--- src/rtl/spi_gbr_pkg.sv ---
package spi_gbr_pkg;

    localparam int PAY_BYTES_DEF = 32;
    localparam int SYNC_DEPTH_DEF = 2;

    typedef struct packed {
        logic       valid;
        logic [7:0] data;
    } byte_ev_t;

    typedef enum logic {
        BUF_IDLE  = 1'b0,
        BUF_DRAIN = 1'b1
    } buf_state_e;

    function automatic logic [15:0] sum_step(input logic [15:0] acc, input logic [7:0] b);
        return acc + {8'h00, b};
    endfunction

endpackage

--- src/rtl/spi_gbr_sync.sv ---
module spi_gbr_sync #(
    parameter int STAGES = 2
) (
    input  logic clk,
    input  logic rst,
    input  logic sclk_in,
    input  logic mosi_in,
    input  logic cs_n_in,
    output logic sclk_rise,
    output logic sclk_fall,
    output logic mosi_s,
    output logic cs_act
);
    // bit 2: cs_n, bit 1: mosi, bit 0: sclk
    logic [2:0] chain [STAGES];
    logic       sclk_prev;

    always_ff @(posedge clk) begin
        if (rst) chain[0] <= 3'b100;
        else     chain[0] <= {cs_n_in, mosi_in, sclk_in};
    end

    generate
        for (genvar g = 1; g < STAGES; g++) begin : g_stage
            always_ff @(posedge clk) begin
                if (rst) chain[g] <= 3'b100;
                else     chain[g] <= chain[g-1];
            end
        end
    endgenerate

    always_ff @(posedge clk) begin
        if (rst) sclk_prev <= 1'b0;
        else     sclk_prev <= chain[STAGES-1][0];
    end

    assign sclk_rise = chain[STAGES-1][0] & ~sclk_prev;
    assign sclk_fall = ~chain[STAGES-1][0] & sclk_prev;
    assign mosi_s    = chain[STAGES-1][1];
    assign cs_act    = ~chain[STAGES-1][2];

endmodule

--- src/rtl/spi_gbr_shift.sv ---
module spi_gbr_shift
    import spi_gbr_pkg::*;
(
    input  logic     clk,
    input  logic     rst,
    input  logic     sclk_rise,
    input  logic     sclk_fall,
    input  logic     mosi_s,
    input  logic     cs_act,
    input  logic [7:0] tx_byte,
    output byte_ev_t rx_ev,
    output logic     miso
);
    logic [2:0] bitcnt;
    logic [7:0] rx_sh;
    logic [7:0] tx_sh;

    always_ff @(posedge clk) begin
        if (rst) begin
            bitcnt <= '0;
            rx_sh  <= '0;
            tx_sh  <= 8'hFF;
            rx_ev  <= '0;
        end else begin
            rx_ev.valid <= 1'b0;
            if (!cs_act) begin
                bitcnt <= '0;
                tx_sh  <= tx_byte;
            end else begin
                if (sclk_rise) begin
                    rx_sh  <= {rx_sh[6:0], mosi_s};
                    bitcnt <= bitcnt + 3'd1;
                    if (bitcnt == 3'd7) begin
                        rx_ev.valid <= 1'b1;
                        rx_ev.data  <= {rx_sh[6:0], mosi_s};
                    end
                end
                if (sclk_fall) begin
                    if (bitcnt == 3'd0) tx_sh <= tx_byte;
                    else                tx_sh <= {tx_sh[6:0], 1'b0};
                end
            end
        end
    end

    assign miso = tx_sh[7];

    // a released chip select restarts bit counting
    a_r7_bit_restart: assert property (@(posedge clk) disable iff (rst)
        !cs_act |=> (bitcnt == 3'd0))
        else $error("a_r7_bit_restart");

endmodule

--- src/rtl/spi_gbr_frame.sv ---
module spi_gbr_frame
    import spi_gbr_pkg::*;
#(
    parameter int PAY_N = PAY_BYTES_DEF
) (
    input  logic     clk,
    input  logic     rst,
    input  logic     cs_act,
    input  byte_ev_t rx_ev,
    input  logic     buf_busy,
    output logic [7:0] tx_byte,
    output logic     wr_en,
    output logic [$clog2(PAY_N)-1:0] wr_addr,
    output logic [7:0] wr_data,
    output logic     commit
);
    localparam int FRAME_N  = PAY_N + 5;
    localparam int IW       = $clog2(FRAME_N);
    localparam int AW       = $clog2(PAY_N);
    localparam int POS_CKH  = PAY_N + 1;
    localparam int POS_CKL  = PAY_N + 2;
    localparam int POS_ACK  = PAY_N + 3;
    localparam int POS_NACK = PAY_N + 4;

    logic [IW-1:0] idx;
    logic [15:0]   sum;
    logic [7:0]    ck_hi;
    logic [7:0]    rx_id;
    logic [7:0]    last_good;
    logic          stage_ok;
    logic          in_payload;
    logic          accept;
    logic [IW-1:0] pay_off;

    assign in_payload = (idx >= IW'(1)) && (idx <= IW'(PAY_N));
    assign pay_off    = idx - IW'(1);
    assign wr_en      = cs_act && rx_ev.valid && in_payload && stage_ok;
    assign wr_addr    = pay_off[AW-1:0];
    assign wr_data    = rx_ev.data;

    assign accept = stage_ok && !buf_busy
                 && (rx_id == last_good + 8'd1)
                 && ({ck_hi, rx_ev.data} == sum);

    always_ff @(posedge clk) begin
        if (rst) begin
            idx       <= '0;
            sum       <= '0;
            ck_hi     <= '0;
            rx_id     <= '0;
            stage_ok  <= 1'b0;
            last_good <= 8'hFF;
            commit    <= 1'b0;
        end else begin
            commit <= 1'b0;
            if (!cs_act) begin
                idx      <= '0;
                sum      <= '0;
                stage_ok <= 1'b0;
            end else if (rx_ev.valid) begin
                if (idx == '0) begin
                    rx_id    <= rx_ev.data;
                    sum      <= sum_step(16'h0000, rx_ev.data);
                    stage_ok <= !buf_busy;
                end else if (in_payload) begin
                    sum <= sum_step(sum, rx_ev.data);
                end else if (idx == IW'(POS_CKH)) begin
                    ck_hi <= rx_ev.data;
                end else if (idx == IW'(POS_CKL)) begin
                    if (accept) begin
                        last_good <= rx_id;
                        commit    <= 1'b1;
                    end
                end
                idx <= (idx == IW'(FRAME_N - 1)) ? '0 : idx + IW'(1);
            end
        end
    end

    always_comb begin
        if (idx == '0)                   tx_byte = last_good;
        else if (idx == IW'(1))          tx_byte = ~last_good;
        else if (idx == IW'(POS_ACK))    tx_byte = last_good;
        else if (idx == IW'(POS_NACK))   tx_byte = ~last_good;
        else                             tx_byte = 8'h00;
    end

    // the acknowledged ID only ever advances by one
    a_r4_id_step: assert property (@(posedge clk) disable iff (rst)
        (last_good != $past(last_good)) |-> (last_good == $past(last_good) + 8'd1))
        else $error("a_r4_id_step");

    // a block is never committed into a buffer that still drains
    a_r6_commit_idle: assert property (@(posedge clk) disable iff (rst)
        commit |-> !buf_busy)
        else $error("a_r6_commit_idle");

    // chip select release returns the frame to byte 0
    a_r7_frame_restart: assert property (@(posedge clk) disable iff (rst)
        !cs_act |=> (idx == '0))
        else $error("a_r7_frame_restart");

endmodule

--- src/rtl/spi_gbr_buf.sv ---
module spi_gbr_buf
    import spi_gbr_pkg::*;
#(
    parameter int PAY_N = PAY_BYTES_DEF
) (
    input  logic clk,
    input  logic rst,
    input  logic wr_en,
    input  logic [$clog2(PAY_N)-1:0] wr_addr,
    input  logic [7:0] wr_data,
    input  logic commit,
    input  logic out_ready,
    output logic out_valid,
    output logic [7:0] out_data,
    output logic busy
);
    localparam int AW = $clog2(PAY_N);

    logic [7:0]  mem [PAY_N];
    logic [AW-1:0] rd;
    buf_state_e  st;

    always_ff @(posedge clk) begin
        if (wr_en) mem[wr_addr] <= wr_data;
    end

    always_ff @(posedge clk) begin
        if (rst) begin
            st <= BUF_IDLE;
            rd <= '0;
        end else begin
            case (st)
                BUF_IDLE: if (commit) begin
                    st <= BUF_DRAIN;
                    rd <= '0;
                end
                BUF_DRAIN: if (out_ready) begin
                    if (rd == AW'(PAY_N - 1)) st <= BUF_IDLE;
                    rd <= rd + AW'(1);
                end
                default: st <= BUF_IDLE;
            endcase
        end
    end

    assign busy      = (st == BUF_DRAIN);
    assign out_valid = busy;
    assign out_data  = mem[rd];

    // a stalled byte stays put
    a_r5_hold: assert property (@(posedge clk) disable iff (rst)
        (out_valid && !out_ready) |=> (out_valid && $stable(out_data)))
        else $error("a_r5_hold");

    // an accepted block is offered on the next cycle
    a_r5_release: assert property (@(posedge clk) disable iff (rst)
        commit |=> out_valid)
        else $error("a_r5_release");

endmodule

--- src/rtl/spi_gbr_rx.sv ---
module spi_gbr_rx
    import spi_gbr_pkg::*;
#(
    parameter int PAY_N  = PAY_BYTES_DEF,
    parameter int STAGES = SYNC_DEPTH_DEF
) (
    input  logic       clk,
    input  logic       rst,
    input  logic       spi_sclk,
    input  logic       spi_mosi,
    input  logic       spi_cs_n,
    output logic       spi_miso,
    output logic       out_valid,
    output logic [7:0] out_data,
    input  logic       out_ready
);
    localparam int AW = $clog2(PAY_N);

    logic       sclk_rise, sclk_fall, mosi_s, cs_act;
    byte_ev_t   rx_ev;
    logic [7:0] tx_byte;
    logic       wr_en, commit, buf_busy;
    logic [AW-1:0] wr_addr;
    logic [7:0] wr_data;

    spi_gbr_sync #(.STAGES(STAGES)) u_sync (
        .clk(clk), .rst(rst),
        .sclk_in(spi_sclk), .mosi_in(spi_mosi), .cs_n_in(spi_cs_n),
        .sclk_rise(sclk_rise), .sclk_fall(sclk_fall),
        .mosi_s(mosi_s), .cs_act(cs_act)
    );

    spi_gbr_shift u_shift (
        .clk(clk), .rst(rst),
        .sclk_rise(sclk_rise), .sclk_fall(sclk_fall),
        .mosi_s(mosi_s), .cs_act(cs_act),
        .tx_byte(tx_byte), .rx_ev(rx_ev), .miso(spi_miso)
    );

    spi_gbr_frame #(.PAY_N(PAY_N)) u_frame (
        .clk(clk), .rst(rst), .cs_act(cs_act), .rx_ev(rx_ev),
        .buf_busy(buf_busy), .tx_byte(tx_byte),
        .wr_en(wr_en), .wr_addr(wr_addr), .wr_data(wr_data),
        .commit(commit)
    );

    spi_gbr_buf #(.PAY_N(PAY_N)) u_buf (
        .clk(clk), .rst(rst),
        .wr_en(wr_en), .wr_addr(wr_addr), .wr_data(wr_data),
        .commit(commit), .out_ready(out_ready),
        .out_valid(out_valid), .out_data(out_data), .busy(buf_busy)
    );

    // nothing is offered downstream straight after reset
    a_r9_idle_after_reset: assert property (@(posedge clk)
        $fell(rst) |-> !out_valid)
        else $error("a_r9_idle_after_reset");

endmodule

--- config.mk ---
export PLATFORM = sky130hd
export DESIGN_NAME = spi_gbr_rx
export DESIGN_NICKNAME = d
export VERILOG_FILES = /design/src/rtl/spi_gbr_pkg.sv /design/src/rtl/spi_gbr_sync.sv /design/src/rtl/spi_gbr_shift.sv /design/src/rtl/spi_gbr_frame.sv /design/src/rtl/spi_gbr_buf.sv /design/src/rtl/spi_gbr_rx.sv
export SDC_FILE = /design/constraint.sdc
export NUM_CORES = 1
export LEC_CHECK = 0
export ABC_AREA = 1
export CAP_MARGIN = 10
export CORE_MARGIN = 2
export CORE_UTILIZATION = 50
export CTS_CLUSTER_SIZE = 25
export DETAILED_ROUTE_END_ITERATION = 12
export MAX_ROUTING_LAYER = met4
export PLACE_DENSITY_LB_ADDON = 0.3
export REMOVE_ABC_BUFFERS = 1
export SYNTH_ARGS = -nofsm -noshare
export SYNTH_HDL_FRONTEND = slang
export SYNTH_SLANG_ARGS = --single-unit
--- constraint.sdc ---
create_clock -name clk -period 3.14 [get_ports clk]
set_clock_uncertainty 0.05 [all_clocks]
set_input_delay 0.471 -clock clk [delete_from_list [all_inputs] [get_ports clk]]
set_output_delay 0.471 -clock clk [all_outputs]
set_load 0.02 [all_outputs]
; Word level (Yosys, flattened, before mapping)
; Memories as Yosys holds them, arrays and structs flattened. A register that Yosys moved wholly into a read port is not among the register bits.
; Cells that the tools add are included.
[op_classes]
n_reduce_logical = 23
addsub = 6
magnitude_cmp = 2
muxes = 28
eq_ne = 11
n_bitwise = 15
[ops]
columns = operator, count
row1 = 8-bit two-way mux, 7
row2 = 16-bit two-way mux, 2
row3 = 6-bit == test (second input constant), 4
row4 = 5-bit two-way mux, 4
row5 = 16-bit by 8-bit adder with 16-bit output, 1
row6 = 16-bit == test, 1
row7 = 1-bit inverter, 10
row8 = 5-bit case mux with 2 select lines, 1
row9 = 1-bit two-way mux, 9
row10 = 9-bit two-way mux, 1
row11 = 8-bit by 1-bit adder with 8-bit output (second input constant), 1
row12 = 8-bit == test, 1
row13 = 8-bit inverter, 1
row14 = 2-bit AND reduction, 4
row15 = 1-bit logical AND, 7
row16 = 7-bit AND reduction, 1
row17 = 7-bit OR reduction, 1
row18 = 6-bit by 1-bit adder with 6-bit output (second input constant), 1
row19 = 6-bit by 1-bit == test with 1-bit output (second input constant), 1
row20 = 6-bit by 1-bit greater-or-equal comparator with 1-bit output (second input constant), 1
row21 = 6-bit less-or-equal comparator (second input constant), 1
row22 = 6-bit zero test, 1
row23 = 3-bit two-way mux, 2
row24 = 6-bit two-way mux, 1
row25 = other kinds (16), 21
[totals]
ramBits = 262
input_bits = 6
out_inout_bits = 10
mem_count = 2
wordCells = 102
ff_bits = 82
[mem_list]
columns = memory, depth, word_bits, read_ports, rd_ports_with_merged_regs, write_ports, line
row1 = u_buf.mem, 32, 8, 1, 1, 1, spi_gbr_buf.sv:19  ; logic [7:0] mem [PAY_N];
row2 = u_sync.chain, 2, 3, 2, 0, 2, spi_gbr_sync.sv:15  ; logic [2:0] chain [STAGES];

; Longest topological paths before layout
; Gate-level depths: netlist of run 1.
[logic_depth]
ltp_word = 8
mapped_depth = 13
ltp_nobuf = 13

; Hierarchy
; A second synthesis of run 1 with hierarchy kept.
[hier_totals]
hier_cells = 1644
hier_area_um2 = 15636.2
[by_module_without_submodules]
columns = mod, seq_area_each_um2, n_inst, cells_per_inst, area_per_inst_um2
row1 = spi_gbr_buf, 7907.6, 1, 954, 10966.8
row2 = spi_gbr_frame, 960.9, 1, 501, 3303.2
row3 = spi_gbr_shift, 540.5, 1, 163, 1154.9
row4 = spi_gbr_sync, 140.1, 1, 26, 211.5

; Worst setup path after synthesis of run 1
; Ideal clock, no wire load.
[synth_timing]
path_type = register to register
from = register u_frame.idx[0]
to = memory u_buf.mem[0][0] (enable)
path_stages_with_launch = 11
required_time_ns = 2.720
slack_ns = 0.888
n_path_buf = 0
t_arrival_ns = 1.832
setup_time_ns = 0.370
period_less_slack_ns = 2.252
path_cell_list = dfxtp_1 inv_1 ha_1 inv_1 nor2_1 nand2_1 nand2_1 nand2_1 nor2_1 nand2_1 nor2_1
[synth_between]
elab_chain_cells = 6
word_cells_on_any_way = 8
cone_classes = add/sub: 1 / order compare: 2 / mux: 2 / reduce/logical: 3
[synth_rtl]
columns = element, line
row1 = from (decl), spi_gbr_frame.sv:25  ; logic [IW-1:0] idx;
row2 = from (signal assigned), spi_gbr_frame.sv:75  ; idx <= (idx == IW'(FRAME_N - 1)) ? '0 : idx + IW'(1);
row3 = 6-bit by 1-bit greater-or-equal comparator with 1-bit output / 6-bit less-or-equal comparator (equally long branches), spi_gbr_frame.sv:35  ; assign in_payload = (idx >= IW'(1)) && (idx <= IW'(PAY_N));
row4 = 1-bit logical AND, spi_gbr_frame.sv:35
row5 = 1-bit logical AND (2 in a row), spi_gbr_frame.sv:37  ; assign wr_en = cs_act && rx_ev.valid && in_payload && stage_ok;
row6 = 1-bit two-way mux, spi_gbr_buf.sv:24  ; if (wr_en) mem[wr_addr] <= wr_data;
row7 = 1-bit two-way mux (not written as such), spi_gbr_buf.sv:24
row8 = to (decl), spi_gbr_buf.sv:19
; Parallel ways exist; a longest one is shown, timed or not.

==> impl_metrics.ini, run 1 <==
[run_status]
status = finished, final reports clean

[routing]
routed_wl_um = 37100
routedWlPerCell_um = 19.5
viasPerCell = 5.73
routed-via-count = 10911
antenna_left = 0
detail_route.first_pass.iterations = 6
drc = 0
first_iter_violations = 1012

[logic_synthesis]
yosys_warnings = 0
synthArstFlopShare_pct = 0
synth_edf_count = 256
yosysUniqueCellTypes = 41
syn_inst = 1443
ys.flop_type = edfxtp_1
syn_area_um2 = 15100
avgSynthCellArea_um2 = 10.5
yosysSeqAreaShare_pct = 63.3
ys_ff_latch = 349

[cells_and_area]
fillCellCount = 2518
fin_util_pct = 57.8
layout-drive-gt1-share_pct = 9.31
layout.nets = 1514
area_growth_pct = 13.6
final_common_cell = edfxtp_1
instances_no_fill = 1905
seqCellArea_um2 = 9550
final_cell_mix = edfxtp_1 (256), nor2_1 (234), nand2_1 (219)
stdcell_area_um2 = 17100
multi_input_area_um2 = 4880

[critical_path]
critical_path.max_stage_delay_ps = 390
ff2ff_path_depth = 11
crit_chain = buf_16 > o21ai_0 > o221ai_1 > nand3_1 > nand2_1 > nand2_1 > nand2_1 > dlygate4sd2_1
criticalPathCategory = reg2out
cp-end-kind = output pin
cpMostUsedCell = nand2_1
cp_slowest_cell = dfxtp_4
required_ps = 2620
reg2reg_setup_slack_ps = 480
worstReg2RegEnd = u_buf.mem[1][3]
cp_data_arrival_time_ps = 2480
crit_fanout = 65
r2r_start = u_frame.idx[0]
start_kind = register

[min_path]
holdCritPathClass = reg2reg
holdPathEnd = u_sync.chain[1][0]
hold_depth = 2
holdCritStartpoint = u_sync.chain[0][0]

[floorplan]
rows = 63
pin_count = 16
start_util_pct = 50.9
dieWidth_um = 178
fp.dieArea_um2 = 31600
die_height_um = 178
coreArea_um2 = 29600

[place]
place_hpwl_um = 22700
place_congestion = 0.891
port_buffers = 15
post-place-cells = 1836
placed_cell_area_um2 = 15900

[clock_tree]
postCtsSetupBuffers = 0
clockRootBuffer = clkbuf_16
cts.path.max_buffers = 3
htreeDepth = 2
cts_hold_buf = 0
clkLatencyLatePin_ps = 530
path_clk_slew_ps = 60
cts_sinks = 349
cts_inserted_buffers = 37
cts_tree = yes

[global_routing]
grt_pass1_vias = 10569
grt_util_met1_pct = 31.7
grt_util_met2_pct = 40.3
grt_pass1_wl_um = 58100
antenna_found_initial = 1
grtUsageMet3_pct = 3.83
grt.total_usage_pct = 24.6
grt_start_max_net_pins = 75
grt.overflow.total = 0
grt-busiest-layer = met2

[timing]
rsz0062_at_grt = no
relSlewSlack_pct = 53.7
hold_viol = 0
setup_viol = 0
tightest_slew_ps = 693
post-route-period-util_pct = 95.5
min_period_ps = 3000
drv_slew = 0
fmax_mhz = 334

[pwr]
power_density_nw_per_um2 = 530
power.leakage_uw = 0.00599
ir_drop_mv = 0.434

[job]
maxCapViolations = 0
## how the worst max path moves through the flow
stage	start	endpoint	depth (start not counted)
CTS	register	out_data[2]	8
global placement	register	out_data[3]	8
global route	register	out_data[4]	9
detailed placement	register	out_data[3]	8
finish	register	out_data[0]	8
floorplan	register	out_data[1]	7
## state kept, by name, indices dropped and copies added, names as in the netlist, named ones only
register	count
u_shift.bitcnt	3
u_buf.busy	1
u_frame.last_good	8
u_buf.rd	5
u_frame.ck_hi	8
u_frame.sum	16
u_sync.chain	6
u_sync.sclk_prev	1
u_frame.commit	1
u_shift.rx_ev	9
u_frame.rx_id	8
u_buf.mem	256
u_frame.stage_ok	1
u_frame.idx	6
u_shift.tx_sh	8
u_shift.rx_sh	7
## through the flow
| step | power [uW] | hold slack (ps) | setup slack [ps] | TNS [ps] |
|---|---|---|---|---|
| 6_report | 9080 | 357 | 143 | 0 |
| 5_1_grt | 9330 | 370 | 20.3 | 0 |
| 4_1_cts | 9160 | 359 | 143 | 0 |
| 3_5_place_dp | 5040 | 346 | 395 | 0 |
| 3_3_place_gp | 5040 | 340 | 418 | 0 |
| 2_1_floorplan | 5010 | 338 | -2590 | -20710 |
## critical path, delay by kind of cell (launching register included)
family	cells	cell delay [ps]
AND/OR/NAND/NOR	4	490
AO/OA/AOI/OAI	2	430
flip-flops	1	390
buffers and inverters	2	610
## layout make-up
type                       count  area share (%)
sequential                   349            55.7
multi-input combinational    927            28.5
clock buffer                  48            5.88
timing repair buffer          72            4.03
tap                          390            2.85
inverter                      99            2.19
clock inverter                19           0.832
antenna                        1          0.0146
## per-layer routing
layer,part of all wire [%],routed length [um],vias up
li1,-,-,5166
met2,48,18000,412
met1,42,15700,5262
met3,6.8,2510,71
met5,0,0,-
met4,2.4,884,0
## repair_timing
item                       in CTS  in global routing
setup endpoints to repair       8                  1
gates cloned                    1                  0
gates resized for setup        14                  1
## cell usage after synthesis (21+ instances only)
| cell | number | area, um^2 |
|---|---|---|
| dfxtp_1 | 93 | 1860 |
| a21oi_1 | 51 | 255 |
| nor2_1 | 234 | 878 |
| o21bai_1 | 69 | 518 |
| clkbuf_1 | 46 | 173 |
| ha_1 | 21 | 263 |
| o21ai_0 | 106 | 531 |
| o221ai_1 | 64 | 561 |
| nand2_1 | 220 | 826 |
| inv_1 | 90 | 338 |
| edfxtp_1 | 256 | 7690 |
| nand3_1 | 88 | 440 |
## report_power, final
group          internal [uW]  leakage [uW]  total [uW]  switching, uW
clock network           2370      0.000562        4140           1780
registers               4890       0.00282        4890           3.65
logic                   17.2       0.00261        48.3           31.1
total                   7270       0.00599        9080           1810
## cell families after synthesis
kind of cell	count (synthesis)	synth area share (%)
buffers and inverters	167	4.49
AND/OR/NAND/NOR	570	15.7
XOR/XNOR	16	0.929
adder cells (fa/ha/maj)	22	1.87
AO/OA/AOI/OAI	316	13.5
flip-flops	349	63.3
multiplexers	3	0.199
Note: power is estimated with default switching activity, not from simulation.
==> run 2: changes to the inputs <==
- CORE_MARGIN: 2 -> default
==> impl_metrics.ini, run 2 (synthesis gave the netlist of run 1 again) <==
[clock_tree]
cts_sinks = 349
htreeDepth = 2
clockRootBuffer = clkbuf_16
path_clk_slew_ps = 60
cts_tree = yes
cts.path.max_buffers = 3
clkLatencyLatePin_ps = 520
cts_hold_buf = 0
cts_inserted_buffers = 37
postCtsSetupBuffers = 0

[routing]
routed_wl_um = 37400
detail_route.first_pass.iterations = 5
viasPerCell = 5.77
drc = 0
first_iter_violations = 1169
antenna_left = 0
routedWlPerCell_um = 19.7
routed-via-count = 10985

[critical_path]
cp-end-kind = output pin
start_kind = register
criticalPathCategory = reg2out
ff2ff_path_depth = 11
r2r_start = u_frame.idx[0]
required_ps = 2620
cp_data_arrival_time_ps = 2530
worstReg2RegEnd = u_buf.mem[24][4]
crit_fanout = 37
reg2reg_setup_slack_ps = 400

[pwr]
power.leakage_uw = 0.00604
power_density_nw_per_um2 = 534
p_sw_share_pct = 19.7
seqPwrFrac_pct = 53.2
pwr-share-clk_pct = 46.3
p_int_uw = 7380
power.net_switching_uw = 1810
combPwrFrac_pct = 0.5
ir_drop_mv = 0.414

[min_path]
holdCritPathClass = reg2reg
hold_depth = 1
holdCritStartpoint = u_sync.chain[0][2]
holdPathEnd = u_sync.chain[1][2]

[cells_and_area]
final_common_cell = edfxtp_1
area_growth_pct = 14.2
final_cell_mix = edfxtp_1 (256), nor2_1 (234), nand2_1 (220)
reg_top3 = u_buf.mem: 256 flops, u_frame.sum: 16 flops, u_shift.rx_ev: 9 flops
largest_reg_flops = 256
fillCellCount = 2440
stdcell_area_um2 = 17200
layout.nets = 1516
regMostFlops = u_buf.mem
layout-drive-gt1-share_pct = 9.25
diodes = 0

[global_routing]
grt_pass1_vias = 10676
antenna_found_initial = 0
grt_start_max_net_pins = 75
grt_pass1_wl_um = 59200
grt.overflow.total = 0
grt.total_usage_pct = 25.7

[floorplan]
fp.dieArea_um2 = 30900
start_util_pct = 50.9
die_height_um = 176
coreArea_um2 = 29600
dieWidth_um = 176
rows = 63
pin_count = 16

[timing]
setup_viol = 0
post-route-period-util_pct = 97.3
min_period_ps = 3050
tightest_slew_ps = 666
setup_ws_ps = 86.2
tns_ps = 0
hold_viol = 0
whs_ps = 361
rsz0062_at_grt = no
relSlewSlack_pct = 55.6
fmax_mhz = 327
drv_slew = 0

[place]
place_congestion = 0.882
port_buffers = 15
pre_cts_ws_ps = 386
placed_cell_area_um2 = 15900
place_hpwl_um = 22500

[run_status]
status = finished, final reports clean

[job]
maxCapViolations = 0
## run 2: cell types whose count changed in the layout (fill, tap and decap cells not counted), moves of 2 or more
cell / before / now
bufbuf_16: 1 / 3
clkbuf_8: 2 / 0
bufinv_16: 1 / 3
clkinv_2: 8 / 4
## run 2: per-stage QoR
step / instances / power (uW) / utilization (%)
finish: 1904 / 9200 / 58.1
CTS: 1904 / 9250 / 58.1
global route: 1904 / 9440 / 58.1
detailed placement: 1836 / 5040 / 53.7
global placement: 1836 / 5040 / 53.7
floorplan: 1375 / 5010 / -
## run 2: metal layers
layer	GRT usage (%)	part of all wire [%]
met1	33.6	42
met2	41.3	48
met3	3.57	6.9
met4	8.51	2.7
met5	-	0
## run 2: layout make-up
| type | instances | area [um^2] | area share [%] |
|---|---|---|---|
| clock buffers | 46 | 981 | 5.70 |
| clock inverters | 19 | 196 | 1.14 |
| multi-input cells | 927 | 4870 | 28.3 |
| inverters | 99 | 377 | 2.19 |
| repair buffers | 74 | 748 | 4.35 |
| flip-flops and latches | 349 | 9550 | 55.5 |
| well taps | 390 | 488 | 2.83 |
## run 2: what timing repair did
| action | CTS | global route |
|---|---|---|
| pin swaps | 0 | 0 |
| setup endpoints to repair | 8 | 2 |
| cloned | 3 | 0 |
| gates resized for setup | 12 | 2 |
## run 2: power groups by stage
stage | logic, uW | clock network, uW | registers [uW]
after floorplan | 24.4 | 0 | 4990
after global placement | 47.9 | 0 | 4990
after detailed placement | 48.5 | 0 | 4990
after CTS | 48.7 | 4310 | 4890
after global routing | 54.5 | 4500 | 4890
final | 48.9 | 4260 | 4890
## run 2: worst max-delay path: stages, from the launching register on
cell,delay (ps)
dfxtp_2,380
bufbuf_16,330
o21bai_1,180
o221ai_1,320
nand3_1,160
nand2_1,90
nand2_1,70
nand2_1,140
dlygate4sd2_1,350
## run 2: how the worst max path moves through the flow
stage                   from           to
global placement    register  out_data[6]
detailed placement  register  out_data[6]
CTS                 register  out_data[7]
finish              register  out_data[0]
floorplan           register  out_data[1]
global route        register  out_data[6]
